### src/rtl/trig_src_pkg.sv
package trig_src_pkg;
  typedef enum logic [1:0] {
    SRC_EXT   = 2'd0,
    SRC_NCO   = 2'd1,
    SRC_MAINS = 2'd2,
    SRC_NONE  = 2'd3
  } src_e;
endpackage

### src/rtl/trig_sync_edge.sv
module trig_sync_edge #(
  parameter int STAGES = 2
) (
  input  logic clk_i,
  input  logic rst_ni,
  input  logic async_i,
  output logic rise_o
);
  logic [STAGES-1:0] sync_q;
  logic              prev_q;

  always_ff @(posedge clk_i or negedge rst_ni) begin
    if (!rst_ni) begin
      sync_q <= '0;
      prev_q <= 1'b0;
    end else begin
      sync_q <= {sync_q[STAGES-2:0], async_i};
      prev_q <= sync_q[STAGES-1];
    end
  end

  assign rise_o = sync_q[STAGES-1] & ~prev_q;


  single_rise_chk: assert property (@(posedge clk_i) disable iff (!rst_ni)
    rise_o |=> !rise_o);
endmodule

### src/rtl/trig_nco.sv
module trig_nco #(
  parameter int ACC_W = 32
) (
  input  logic             clk_i,
  input  logic             rst_ni,
  input  logic [ACC_W-1:0] inc_i,
  output logic             carry_o
);
  logic [ACC_W-1:0] acc_q;
  logic [ACC_W-1:0] sum;

  assign {carry_o, sum} = {1'b0, acc_q} + {1'b0, inc_i};

  always_ff @(posedge clk_i or negedge rst_ni) begin
    if (!rst_ni) acc_q <= '0;
    else         acc_q <= sum;
  end


  zero_inc_chk: assert property (@(posedge clk_i) disable iff (!rst_ni)
    (inc_i == '0) |=> $stable(acc_q));
endmodule

### src/rtl/trig_phase_delay.sv
module trig_phase_delay #(
  parameter int PH_W = 16
) (
  input  logic            clk_i,
  input  logic            rst_ni,
  input  logic            zc_rise_i,
  input  logic [PH_W-1:0] phase_i,
  output logic            fire_o
);
  logic [PH_W-1:0] cnt_q;
  logic            run_q;

  assign fire_o = run_q && (cnt_q == '0);

  always_ff @(posedge clk_i or negedge rst_ni) begin
    if (!rst_ni) begin
      cnt_q <= '0;
      run_q <= 1'b0;
    end else if (zc_rise_i) begin
      cnt_q <= phase_i;
      run_q <= 1'b1;
    end else if (run_q) begin
      if (cnt_q == '0) run_q <= 1'b0;
      else             cnt_q <= cnt_q - 1'b1;
    end
  end


  fire_once_chk: assert property (@(posedge clk_i) disable iff (!rst_ni)
    (fire_o && !zc_rise_i) |=> !run_q);
endmodule

### src/rtl/trig_src_top.sv
module trig_src_top
  import trig_src_pkg::*;
#(
  parameter int ACC_W = 32,
  parameter int PH_W  = 16
) (
  input  logic             clk_i,
  input  logic             rst_ni,
  input  logic [1:0]       sel_i,
  input  logic [ACC_W-1:0] nco_inc_i,
  input  logic [PH_W-1:0]  phase_i,
  input  logic             trig_i,
  input  logic             zc_i,
  input  logic             busy_i,
  output logic             start_o,
  output logic             overrun_o
);
  localparam int N_ASYNC = 2;

  logic [N_ASYNC-1:0] async_in;
  logic [N_ASYNC-1:0] async_rise;
  logic               nco_carry;
  logic               mains_fire;
  logic               ev;
  logic               start_d;
  src_e               sel_q;

  assign async_in = {zc_i, trig_i};

  for (genvar g = 0; g < N_ASYNC; g++) begin : g_sync
    trig_sync_edge #(.STAGES(2)) u_sync (
      .clk_i  (clk_i),
      .rst_ni (rst_ni),
      .async_i(async_in[g]),
      .rise_o (async_rise[g])
    );
  end

  trig_nco #(.ACC_W(ACC_W)) u_nco (
    .clk_i  (clk_i),
    .rst_ni (rst_ni),
    .inc_i  (nco_inc_i),
    .carry_o(nco_carry)
  );

  trig_phase_delay #(.PH_W(PH_W)) u_phase (
    .clk_i    (clk_i),
    .rst_ni   (rst_ni),
    .zc_rise_i(async_rise[1]),
    .phase_i  (phase_i),
    .fire_o   (mains_fire)
  );

  always_comb begin
    unique case (sel_q)
      SRC_EXT:   ev = async_rise[0];
      SRC_NCO:   ev = nco_carry;
      SRC_MAINS: ev = mains_fire;
      default:   ev = 1'b0;
    endcase
  end

  // drop an event landing on a pulse already out
  assign start_d = ev & ~start_o;

  always_ff @(posedge clk_i or negedge rst_ni) begin
    if (!rst_ni) begin
      sel_q     <= SRC_NONE;
      start_o   <= 1'b0;
      overrun_o <= 1'b0;
    end else begin
      if (!start_o) sel_q <= src_e'(sel_i);
      start_o   <= start_d;
      overrun_o <= start_d & busy_i;
    end
  end


  no_double_chk: assert property (@(posedge clk_i) disable iff (!rst_ni)
    start_o |=> !start_o);


  sel_hold_chk: assert property (@(posedge clk_i) disable iff (!rst_ni)
    start_o |=> $stable(sel_q));


  overrun_chk: assert property (@(posedge clk_i) disable iff (!rst_ni)
    overrun_o |-> start_o);


  none_quiet_chk: assert property (@(posedge clk_i) disable iff (!rst_ni)
    (sel_q == SRC_NONE) |=> !start_o);
endmodule

### config.mk
export PLATFORM = sky130hd
export DESIGN_NAME = trig_src_top
export DESIGN_NICKNAME = d
export VERILOG_FILES = /design/src/rtl/trig_src_pkg.sv /design/src/rtl/trig_sync_edge.sv /design/src/rtl/trig_nco.sv /design/src/rtl/trig_phase_delay.sv /design/src/rtl/trig_src_top.sv
export SDC_FILE = /design/constraint.sdc
export NUM_CORES = 1
export LEC_CHECK = 0
export ABC_AREA = 1
export ABC_CLOCK_PERIOD_IN_PS = 2500
export BUFFER_PORTS_ARGS = -buffer_cell sky130_fd_sc_hd__buf_4
export CAP_MARGIN = 20
export CORE_ASPECT_RATIO = 0.5
export CORE_MARGIN = 5
export CORE_UTILIZATION = 41
export CTS_CLUSTER_DIAMETER = 80
export DETAILED_ROUTE_END_ITERATION = 8
export GPL_TIMING_DRIVEN = 0
export REMOVE_ABC_BUFFERS = 1
export SLEW_MARGIN = 20
export SYNTH_ARGS = -nofsm -noshare
export SYNTH_HDL_FRONTEND = slang
export SYNTH_SLANG_ARGS = --single-unit
export TNS_END_PERCENT = 30
### constraint.sdc
create_clock -name clk_i -period 2.5 [get_ports clk_i]
set_input_delay 0.25 -clock clk_i [delete_from_list [all_inputs] [get_ports clk_i]]
set_output_delay 0.25 -clock clk_i [all_outputs]
set_load 0.1 [all_outputs]
After elaboration in Yosys (flattened, before gate mapping)

Index checks and enable logic that the tools add are counted.

Memories kept: 0
Latch bits: 0
RAM bits: 0
ROM bits: 0
Logic and storage cells: 34
Input bits: 55
Register bits: 59

Multipliers: 0
Order comparisons: 0
Equal/unequal tests: 3
Multiplexer cells: 7
Div/mod/pow operators: 0
Shifts and indexed selects: 0
Bitwise logic cells: 7
$add $sub $neg: 2
Reduce and logical (&&, ||, !) cells: 5

Operators with widths:

| cell                                                                 | number |
|---|---|
| 16-bit two-way mux                                                   | 3 |
| 32-bit by 32-bit adder with 33-bit output                            | 1 |
| 16-bit zero test                                                     | 1 |
| 16-bit by 1-bit subtractor with 16-bit output, second input constant | 1 |
| 1-bit bitwise AND                                                    | 4 |
| 1-bit two-way mux                                                    | 3 |
| 1-bit NOT                                                            | 3 |
| 1-bit case mux with 3 select lines                                   | 1 |
| 2-bit by 1-bit == test with 1-bit output, second input constant      | 1 |
| 2-bit == test, second input constant                                 | 1 |
| 2-bit zero test                                                      | 1 |
| 2-bit inequality test, second input constant                         | 1 |
| 2-bit AND reduction                                                  | 1 |
| 2-bit nonzero test                                                   | 1 |
| 1-bit logical AND                                                    | 1 |

Longest topological paths before layout

Depth in word-level cells: 5
Gate-level depth with buffers: 14
Gate-level depth less buffers: 14

Modules after synthesis

A second synthesis with hierarchy kept.

Cells, all modules: 747
Area total of the unflattened synthesis: 4768.3 um2

Modules (own cells, without submodules):

| module           | area an instance (um2) | cells an instance | instances |
|---|---|---|---|
| trig_nco         | 3224.3                 | 537               | 1 |
| trig_phase_delay | 1206.2                 | 181               | 1 |
| trig_sync_edge   | 85.1                   | 5                 | 2 |
| trig_src_top     | 167.7                  | 19                | 1 |

Least setup slack after synthesis

No wires, ideal clock.

Kind: reg2reg
Start point: reg u_nco.acc_q[0]
End point: reg u_nco.acc_q[26]
Clock period less this slack: 1.810 ns
Required time: 2.383 ns
Cell stages (with the launch flop): 13
Setup time: 0.117 ns
Setup slack: 0.690 ns
Data arrival time: 1.693 ns
Path through: dfrtp_1 -> ha_1 -> fa_1 -> nand2_1 -> nand2_1 -> and2_4 -> nand2_2 -> nand2_2 -> a21o_1 -> nand2_1 -> nand3_1 -> nand2_1 -> nand2_1

Longest elaborated chain between the ends: 1

RTL lines:

| item                                      | line           | text |
|---|---|---|
| start, declared                           | trig_nco.sv:9  | `logic [ACC_W-1:0] acc_q;` |
| start signal, assigned                    | trig_nco.sv:16 | `else acc_q <= sum;` |
| 32-bit by 32-bit adder with 33-bit output | trig_nco.sv:12 | `assign {carry_o, sum} = {1'b0, acc_q} + {1'b0, inc_i};` |
| named net u_nco.sum[26]                   | trig_nco.sv:10 | `logic [ACC_W-1:0] sum;` |

The timed path passes the listed nets, and every way through them passes these cells.
A chain may end at the register's enable or synchronous reset.

Final worst setup path

Start point: reg g_sync[1].u_sync.prev_q
End point: reg u_phase.cnt_q[14]

Longest elaborated chain between the ends: 4
Elaborated cells between the ends (all ways): 6
Those cells by class: 1 x eq/ne; 1 x mux; 2 x bitwise; 2 x reduce/logical

RTL lines:

| item                                                                                | line                   | text |
|---|---|---|
| start, declared                                                                     | trig_sync_edge.sv:10   | `logic prev_q;` |
| start signal, assigned                                                              | trig_sync_edge.sv:18   | `prev_q <= sync_q[STAGES-1];` |
| 1-bit NOT *                                                                         | trig_sync_edge.sv:22   | `assign rise_o = sync_q[STAGES-1] & ~prev_q;` |
| 1-bit bitwise AND *                                                                 | trig_sync_edge.sv:22   |  |
| 2-bit inequality test (no source line) / 2-bit nonzero test (equally long branches) | --                     |  |
| 2-bit AND reduction (no source line)                                                | --                     |  |
| end signal, assigned                                                                | trig_phase_delay.sv:20 | `cnt_q <= phase_i;` |
| end signal, assigned                                                                | trig_phase_delay.sv:24 | `else cnt_q <= cnt_q - 1'b1;` |
| end, declared                                                                       | trig_phase_delay.sv:10 | `logic [PH_W-1:0] cnt_q;` |

Every way passes the cells marked *; elsewhere a longest branch is shown, timed or not.

==> metrics.md <==
| Metric | Value |
|---|---|
| Status | finished, final reports clean |
| Final WS setup | 0.312 ns |
| Drc violations | 0 |
| Post-route cell area | 5160 um2 |
| Synth Area in Adders | 0.102 |
| Post-DR wirelength/cell | 12.9 um |
| Die H | 82.0 um |
| Setup bufs post-CTS | 0 |
| Sw Ratio | 0.426 |
| Slew @ Worst Pin | 0.796 ns |
| Synth Instances | 579 |
| CTS tree | built |
| First-pass GRT wire length | ~17 mm |
| GR Util All Layers | 0.172 |
| Worst slack, placed | -0.0482 ns |
| P_sw | 2.62 mW |
| Layout Skew | 0.00550 ns |
| Post-route ant nets | 0 |
| Ys async rst share | 1.00 |
| Synth Area in XOR/XNOR | 0.0433 |
| Hold Buf Count CTS | 0 |
| CP max FO | 25 |
| Global routing's busiest layer | met2 |
| Mux contribution to synthesized area | 0 |
| Vias in the first global route | 3762 |
| Ports | 57 |
| Number of synthesized flops with an enable pin | 0 |
| Final Critical Period | 2.19 ns |
| Cell area after synthesis | 4250 um2 |
| Clk network pwr share | 0.234 |
| # rows | 26 |
| Internal power | 3.53 mW |
| Distinct cells, synth | 42 |
| Final wirelength | 10.2 mm |
| DPL Wire Length | 7.89 mm |
| Met3 Use GR | 0.0405 |
| Combinational power share | 0.521 |
| CTS Buf Count | 9 |
| Clock slew at reported path FFs | 0.05 ns |
| Routed vias | between 3000 and 4000 |
| Synthesized area per cell | 7.34 um2 |
| Antenna violations before repair | 0 |
| Die width | 154 um |
| Crit. End Element | flip-flop |
| Crit Path Category | reg2reg |
| Cell taking the most area after synthesis | dfrtp_1 |
| Seq/Total Area, Yosys | 0.348 |
| Peak supply drop | slightly above 0.0005 V |
| Fin nets | 730 |
| Max-cap violations | 0 |
| Ys flop type | dfrtp_1 |
| Largest net degree at the start of global routing | 60 |
| Starting Density | 0.419 |
| Synth top area share | 0.335 |
| Synth area leaders | dfrtp_1 34%, nand2_1 13%, ha_1 9.7% |
| Arrival @ worst endpoint | 2.40 ns |
| Final setup TNS | 0 ns |
| PortBufs | 56 |
| Final setup viols | 0 |
| Pwr/cell area | 1190 nW/um2 |
| Worst EP required | between 2 and 3 ns |
| CP startpoint kind | flip-flop |
| P_leak | 2.63 nW |
| Core ar. | 10100 um2 |
| Die area | ~13000 um2 |
| CTS sink count | ~60 |
| Antenna Cells | 0 |
| Period utilization | 0.875 |
| Sequential power share | 0.245 |
| Max-slew violation count | 0 |
| Simple-Gate Fraction of Synth Area | 0.296 |
| Clk root buf | clkbuf_16 |
| Htree depth | 3 |
| Worst slew margin | 0.469 |
| Insertion delay to the later sink of the worst-skew pair | 0.33 ns |
| Worst hold path class | in2async |
| Fmax | 0.457 GHz |
| Post_cts resized | 1 |
| M1 GR Usage | 0.221 |
| Max Root-Sink Buffers | 2 |
| Met2 Use GR | 0.288 |
| DP Area | 4820 um2 |
| Routed vias/inst | approximately 5 |
| Iter 0 DRT Violations | 190 |
| Final hold violation count | 0 |
| GPL Wtd Cong | 0.848 |
| First drt pass iteration count | 5 |
| P&R area growth vs syn | 21.5% |
| YS warnings | 0 |
| Synth Area in Compound Gates | 0.141 |
| Largest family of logic cells by synthesized area | simple AND/OR/NAND/NOR gates |
| RSZ-0062 raised after global routing | no |
| Grt ovf | 0 |
| Post-synthesis register bit count | 59 |
| Fraction of layout cells with a size suffix above 1 | 0.173 |
## cells in the mapped netlist (2+ instances only)
| master | n |
|---|---|
| nor4_1 | 4 |
| nand2_2 | 16 |
| o21ai_0 | 25 |
| nor2_2 | 8 |
| nor3_1 | 3 |
| o21ai_1 | 10 |
| o221ai_1 | 3 |
| a31oi_1 | 3 |
| o21bai_1 | 7 |
| a21oi_1 | 36 |
| nand4_1 | 4 |
| a21o_1 | 8 |
| nand3_1 | 34 |
| dfstp_2 | 2 |
| nor4_2 | 2 |
| inv_2 | 4 |
| xnor2_1 | 2 |
| xor2_1 | 19 |
| ha_1 | 33 |
| nor2_4 | 2 |
| inv_1 | 68 |
| clkbuf_1 | 3 |
| dfrtp_1 | 57 |
| nand2_1 | 145 |
| o211ai_1 | 5 |
| nor2_1 | 60 |
## routing by layer
layer  wire (um)  vias up  part of all wire
met3         483       12             0.048
met4         148        0             0.015
li1            -     2023                 -
met1        4870     1763              0.48
met2        4660       85              0.46
met5           0        -                 0
## final timing paths
check                                            from                    endpoint  slack, ns  cells after the start
min in group clk_i                             trig_i  g_sync[0].u_sync.sync_q[0]       0.03                      1
setup reg to reg              g_sync[1].u_sync.prev_q           u_phase.cnt_q[14]       0.31                      6
max in group asynchronous                      rst_ni               u_phase.run_q       1.97                      1
hold / removal                                 rst_ni             u_nco.acc_q[27]      0.009                      1
hold reg to reg            g_sync[0].u_sync.sync_q[0]  g_sync[0].u_sync.sync_q[1]       0.35                      0
setup / recovery              g_sync[1].u_sync.prev_q           u_phase.cnt_q[14]       0.31                      6
## power groups by stage
stage / registers [mW] / clock network (mW) / logic (mW)
final: 1.50 / 1.44 / 3.20
after global routing: 1.54 / 1.52 / 3.67
after CTS: 1.51 / 1.48 / 3.22
after detailed placement: 1.52 / 0 / 3.19
after global placement: 1.51 / 0 / 3.16
after floorplan: 1.55 / 0 / 2.43
## worst max-delay path, stage by stage (launching register included)
cell,delay [ns]
dfrtp_1,0.37
nor2_2,0.44
inv_1,0.50
nand2_4,0.40
inv_2,0.12
nor3_1,0.16
nor3b_1,0.07
## stage by stage
stage                util  hold WS, ns  total power, mW  cells
finish              0.509      0.00853             6.14    786
global route        0.509       0.0188             6.73    786
CTS                 0.509       0.0188             6.20    786
detailed placement  0.475        0.335             4.71    770
global placement    0.475        0.337             4.67    770
floorplan               -      -0.0456             3.98    574
## cell families (layout without fill, tap and decap cells)
logic type,count (synthesis),in the layout
flip-flops,59,59
buffers and inverters,77,144
adder cells (fa/ha/maj),34,34
AO/OA/AOI/OAI,103,103
AND/OR/NAND/NOR,285,285
XOR/XNOR,21,21
## final cells by class
class | count | area (um2)
Multi-Input combinational cell | 443 | 2480
Clock buffer | 11 | 243
Tap cell | 140 | 175
Inverter | 72 | 270
Fill cell | 1037 | 4980
Timing Repair Buffer | 56 | 420
Sequential cell | 59 | 1480
Clock inverter | 5 | 100
## flip-flops by register name (all words and copies together), names as in the netlist
name	flops
u_phase.run_q	1
sel_q	2
g_sync.u_sync.sync_q	4
start_o	1
u_nco.acc_q	32
overrun_o	1
u_phase.cnt_q	16
g_sync.u_sync.prev_q	2
## cell usage in the layout, fill, tap and decap left out, types with 16 or more instances in the layout
master	instances
a21oi_1	36
buf_4	56
dfrtp_1	57
ha_1	33
inv_1	68
nand2_1	145
nand2_2	16
nand3_1	34
nor2_1	59
o21ai_0	25
xor2_1	19
Power figures use the tool's default switching activity.
